**config.mk**
```make
export PLATFORM = sky130hd
export DESIGN_NAME = epp_cycle_engine
export DESIGN_NICKNAME = d
export VERILOG_FILES = /design/src/rtl/epp_cycle_engine.sv
export SDC_FILE = /design/constraint.sdc
export NUM_CORES = 1
export LEC_CHECK = 0
export BUFFER_PORTS_ARGS = -buffer_cell sky130_fd_sc_hd__buf_2
export CAP_MARGIN = 10
export CORE_ASPECT_RATIO = 0.9
export CORE_MARGIN = 2
export CORE_UTILIZATION = 30
export DETAILED_ROUTE_END_ITERATION = 16
export SLEW_MARGIN = 20
export SYNTH_ARGS = -nofsm -noshare
export SYNTH_HDL_FRONTEND = slang
export SYNTH_SLANG_ARGS = --single-unit
```
**constraint.sdc**
```tcl
create_clock -name clk -period 2.77 [get_ports clk]
set_input_delay 0.4155 -clock clk [delete_from_list [all_inputs] [get_ports clk]]
set_output_delay 0.4155 -clock clk [all_outputs]
set_load 0.01 [all_outputs]
```
**src/rtl/epp_cycle_engine.sv**
```systemverilog
module epp_cycle_engine #(
  parameter int TIMEOUT_CYCLES = 2500,
  parameter bit WAIT_GATED     = 1'b1
) (
  input  logic        clk,
  input  logic        rst_n,
  input  logic        host_req,
  input  logic        host_wr,
  input  logic [2:0]  host_addr,
  input  logic [1:0]  host_size,
  input  logic [31:0] host_wdata,
  output logic [31:0] host_rdata,
  output logic        host_done,
  output logic [7:0]  pp_data_o,
  output logic        pp_data_oe,
  input  logic [7:0]  pp_data_i,
  output logic        pp_write_n,
  output logic        pp_astb_n,
  output logic        pp_dstb_n,
  input  logic        pp_wait
);
  localparam int WDW = $clog2(TIMEOUT_CYCLES + 1);

  typedef enum logic [2:0] {S_IDLE, S_ARM, S_SETUP, S_STROBE, S_RELEASE, S_DONE} st_t;

  st_t             st;
  logic            wait_m, wait_s;
  logic            is_wr, is_addr, to_flag;
  logic [1:0]      idx, last_idx;
  logic [31:0]     wbuf, rbuf;
  logic [WDW-1:0]  wd;

  wire active = (st == S_SETUP) || (st == S_STROBE) || (st == S_RELEASE);
  wire busy   = active || (st == S_ARM);
  wire wd_hit = (wd == WDW'(TIMEOUT_CYCLES - 1));

  assign host_rdata = rbuf;
  assign host_done  = (st == S_DONE);
  assign pp_data_oe = active && is_wr;
  assign pp_write_n = !(active && is_wr);
  assign pp_data_o  = wbuf[{idx, 3'b000} +: 8];
  assign pp_astb_n  = !((st == S_STROBE) && is_addr);
  assign pp_dstb_n  = !((st == S_STROBE) && !is_addr);

  always_ff @(posedge clk or negedge rst_n) begin
    if (!rst_n) begin
      wait_m <= 1'b0;
      wait_s <= 1'b0;
    end else begin
      wait_m <= pp_wait;
      wait_s <= wait_m;
    end
  end

  always_ff @(posedge clk or negedge rst_n) begin
    if (!rst_n) begin
      st       <= S_IDLE;
      is_wr    <= 1'b0;
      is_addr  <= 1'b0;
      to_flag  <= 1'b0;
      idx      <= '0;
      last_idx <= '0;
      wbuf     <= '0;
      rbuf     <= '0;
      wd       <= '0;
    end else begin
      case (st)
        S_IDLE: if (host_req) begin
          is_wr    <= host_wr;
          is_addr  <= (host_addr == 3'd3);
          wbuf     <= host_wdata;
          idx      <= '0;
          wd       <= '0;
          last_idx <= (host_addr == 3'd4 && host_size == 2'd1) ? 2'd1 :
                      (host_addr == 3'd4 && host_size == 2'd2) ? 2'd3 : 2'd0;
          if (host_addr < 3'd3) begin
            rbuf <= (host_addr == 3'd1) ? {31'b0, to_flag} : 32'b0;
            if (host_wr && host_addr == 3'd1 && host_wdata[0]) to_flag <= 1'b0;
            st <= S_DONE;
          end else if (to_flag) begin
            rbuf <= '1;
            st   <= S_DONE;
          end else begin
            rbuf <= '0;
            st   <= S_ARM;
          end
        end
        S_ARM, S_SETUP, S_STROBE, S_RELEASE: begin
          if (wd_hit) begin
            to_flag <= 1'b1;
            rbuf    <= '1;
            st      <= S_DONE;
          end else begin
            wd <= wd + 1'b1;
            case (st)
              S_ARM:    if (!WAIT_GATED || !wait_s) st <= S_SETUP;
              S_SETUP:  st <= S_STROBE;
              S_STROBE: if (wait_s) begin
                if (!is_wr) rbuf[{idx, 3'b000} +: 8] <= pp_data_i;
                st <= S_RELEASE;
              end
              default:  if (!wait_s) begin
                if (idx == last_idx) st <= S_DONE;
                else begin
                  idx <= idx + 1'b1;
                  wd  <= '0;
                  st  <= S_ARM;
                end
              end
            endcase
          end
        end
        default: st <= S_IDLE;
      endcase
    end
  end

  a_r1_one_strobe: assert property (@(posedge clk) disable iff (!rst_n)
    !(!pp_astb_n && !pp_dstb_n));

  a_r2_setup_stable: assert property (@(posedge clk) disable iff (!rst_n)
    ($fell(pp_astb_n) || $fell(pp_dstb_n)) |-> ($stable(pp_write_n) && $stable(pp_data_oe)));

  a_r2_release_after_wait: assert property (@(posedge clk) disable iff (!rst_n)
    ($rose(pp_astb_n) || $rose(pp_dstb_n)) |-> ($past(wait_s) || to_flag));

  a_r5_done_pulse: assert property (@(posedge clk) disable iff (!rst_n)
    host_done |=> !host_done);

  a_r7_refused_quiet: assert property (@(posedge clk) disable iff (!rst_n)
    to_flag |-> (pp_astb_n && pp_dstb_n));

  a_r9_gated_start: assert property (@(posedge clk) disable iff (!rst_n)
    (WAIT_GATED && ($fell(pp_astb_n) || $fell(pp_dstb_n))) |-> !$past(wait_s, 2));

  a_r6_busy_bounded: assert property (@(posedge clk) disable iff (!rst_n)
    busy |-> (wd < WDW'(TIMEOUT_CYCLES)));
endmodule

```
==> results.md <==
- Vias per inst: 4.80
- Io pins: 95
- Ratio of cells with drive above 1 in the final layout: 31.0%
- EDFF count, synth: 0
- Top-count cell post-synth: nand2_1
- RSZ-0062 raised after global routing: false
- Drt wl/cell: 14.7 um
- Yosys warns: 0
- Post-cts sizing count: 0
- Critical path type: register to register
- # diodes: 0
- Height of the chip: 120 um
- Die ar.: 0.0159 mm2
- Routed Antenna Nets: 0
- Syn Inst Count: 457
- First-pass GRT wire length: 18.3 mm
- CTS Sinks: 88
- Slew margin rel.: 51.2%
- Req. time, crit path: 3.04 ns
- Final setup fails: 0
- CP peak stage delay: 0.70 ns
- Area grow syn2layout: 21.4%
- Wirelength, routed: 11.0 mm
- Antenna violations before repair: 0
- Layout fillers: 1,538
- PD cells: 1150 mW/mm2
- Max Cap Viol: 0
- Worst Tran Pin Value: 0.730 ns
- TritonCTS clock tree: done
- Synthesized cell area: 0.00447 mm2
- Skew-Pair Late Insertion Delay: 0.34 ns
- Design Area, Final: 0.00542 mm2
- Number of global-route vias before repair: 3,563
- H-tree depth: 3
- Clock buffer depth: 2
- Synth top area share: 49.3%
- Leak: 2.63 nW
- Die Width: 133 um
- Maximum clock frequency: 439 MHz
- Synth cell count leaders: 150 x nand2_1, 88 x dfrtp_1, 40 x a21oi_1
- Final Critical Period: 2.28 ns
- CP max FO: 8
- Max Slew Vio Count: 0
- Worst hold path type: primary input to asynchronous set/reset pin
- Post-synthesis sequential area ratio: 49.3%
- GP Congestion: 0.814
- Post-DP HPWL: 7.94 mm
- Seq cells post-synth: 88
- Nets: 601
- Arrival @ worst endpoint: 2.55 ns
- Core Area: 0.0146 mm2
- Worst path slowest cell: nor4b_2
- Crit end category: register
- Vias: 3,595
- Largest net degree at the start of global routing: 48
- Yosys top cell by area: dfrtp_1
- Setup Fix Bufs, Post-CTS: 0
- Share of the core filled with cells: 37.1%
- Starting DRT DRC Count: 203
- Post-synth ARST share: 100%
- Leading post-synthesis cells by cell area: dfrtp_1 49%, nand2_1 13%, mux2_2 6.3%
- CP Launch Type: register
- IO buf count: 94
- Placed cell areas: 0.00514 mm2
- Final setup TNS: 0 ns
- Peak supply drop: 0.000403 V
- Most used DFF post-synth: dfrtp_1
- Syn nets: 512
- Final setup skew: 0.00947 ns
- Starting Density: 30.6%
- Hold_buf cts: 0
- Number of unique standard cell types used by synthesis: 54
- Final Hold Viols: 0
- CTS root buf: clkbuf_16
- Global Route Usage Sum: 14.3%
- Clock-pin slew on the worst setup and hold paths: 0.06 ns
- Fin crit share: 82.1%
- Drt pass-1 iters: 5
- Average size of a mapped cell: 9.77 um2
- Cts bufs inserted: 9
- Status: finished, final reports clean
- Worst hold slack: 0.0721 ns
- # rows: 42
- # DRC: 0
- R2R cell count: 6
- Overflow after GRT: 0
- CP Cell Sequence: inv_1, ha_1, nor4b_2, nand2_1, a21oi_1, mux2_2
[final timing paths]
check | startpoint | to | slack (ns)
hold reg to reg | wait_m$_DFF_PN0_ | wait_s$_DFF_PN0_ | 0.35
hold / removal | rst_n | wbuf[29]$_DFFE_PN0P_ | 0.07
min in group clk | pp_wait | wait_m$_DFF_PN0_ | 0.18
setup / recovery | idx[0]$_DFFE_PN0P_ | host_rdata[30]$_DFFE_PN0P_ | 0.49
max in group asynchronous | rst_n | wbuf[5]$_DFFE_PN0P_ | 2.02
setup reg to reg | idx[0]$_DFFE_PN0P_ | host_rdata[30]$_DFFE_PN0P_ | 0.49
[sequential cells by signal, indices dropped and copies added, names as in the netlist]
signal	flops
wd	12
wait_s	1
idx	2
st	3
wbuf	32
is_wr	1
wait_m	1
to_flag	1
last_idx	2
is_addr	1
host_rdata	32
[through the flow]
| step | cells | setup WS, ns | total power, mW |
|---|---|---|---|
| global route | 749 | 0.266 | 6.71 |
| finish | 749 | 0.495 | 6.23 |
| global placement | 733 | 0.667 | 4.98 |
| detailed placement | 733 | 0.541 | 5.09 |
| floorplan | 457 | 0.756 | 4.21 |
| CTS | 749 | 0.500 | 6.30 |
[cell usage in the layout (no fill, tap or decap), drive strengths merged, types with 2 or more instances in the layout]
cell type / Yosys / routed
nand2: 153 / 153
buf: 13 / 102
dfrtp: 88 / 88
a21oi: 41 / 41
mux2: 33 / 33
o21ai: 13 / 13
nor2: 13 / 13
clkbuf: 11 / 13
mux4: 8 / 8
inv: 7 / 7
or3: 5 / 5
nor2b: 5 / 5
and3: 5 / 5
nand3: 5 / 5
a22o: 5 / 5
ha: 5 / 5
xnor2: 4 / 4
nor4b: 3 / 3
a21o: 3 / 3
mux2i: 3 / 3
and2: 3 / 3
nor3: 3 / 3
o31ai: 3 / 3
nor3b: 2 / 2
o21a: 2 / 2
o22ai: 2 / 2
nor4: 2 / 2
a31oi: 2 / 2
nand2b: 2 / 2
[final cells by class]
type                       count  area, um2  share of cell area [%]
sequential                    88       2200                    40.6
multi-input combinational    338       2120                    39.0
timing repair buffer         102        546                    10.1
tap                          198        248                    4.57
clock buffer                  13        240                    4.43
clock inverter                 3       42.5                   0.785
inverter                       7       26.3                   0.485
[cell families after synthesis]
logic type | share of synthesized area [%]
and+or+nand+nor | 21.0
DFF | 49.3
AOI/OAI and AO/OA | 10.3
muxes | 13.7
buffers and inverters | 3.36
xor gates and xnor gates | 0.980
adders and majority gates | 1.40
[metal layers]
layer  track usage, %  part of all wire [%]  vias up  wire length (um)
li1                 -                     -     1737                 -
met1             18.9                    46     1754              5110
met2             23.2                    47       91              5220
met3             4.22                   5.3       13               582
met4             3.56                   1.1        0               123
met5                0                     0        -                 0
[power breakdown]
part	switching, mW	internal (mW)
registers	0.376	1.80
logic	1.58	1.29
clock network	0.478	0.699
[worst max-delay path, delay by kind of cell, from the launching register on]
family,cells,cell delay (ns)
compound gates,1,0.16
fa+ha+maj,1,0.40
buf+inv,1,0.17
flops,1,0.49
mux,1,0.15
simple gates,2,0.84
Power figures use the tool's default switching activity.
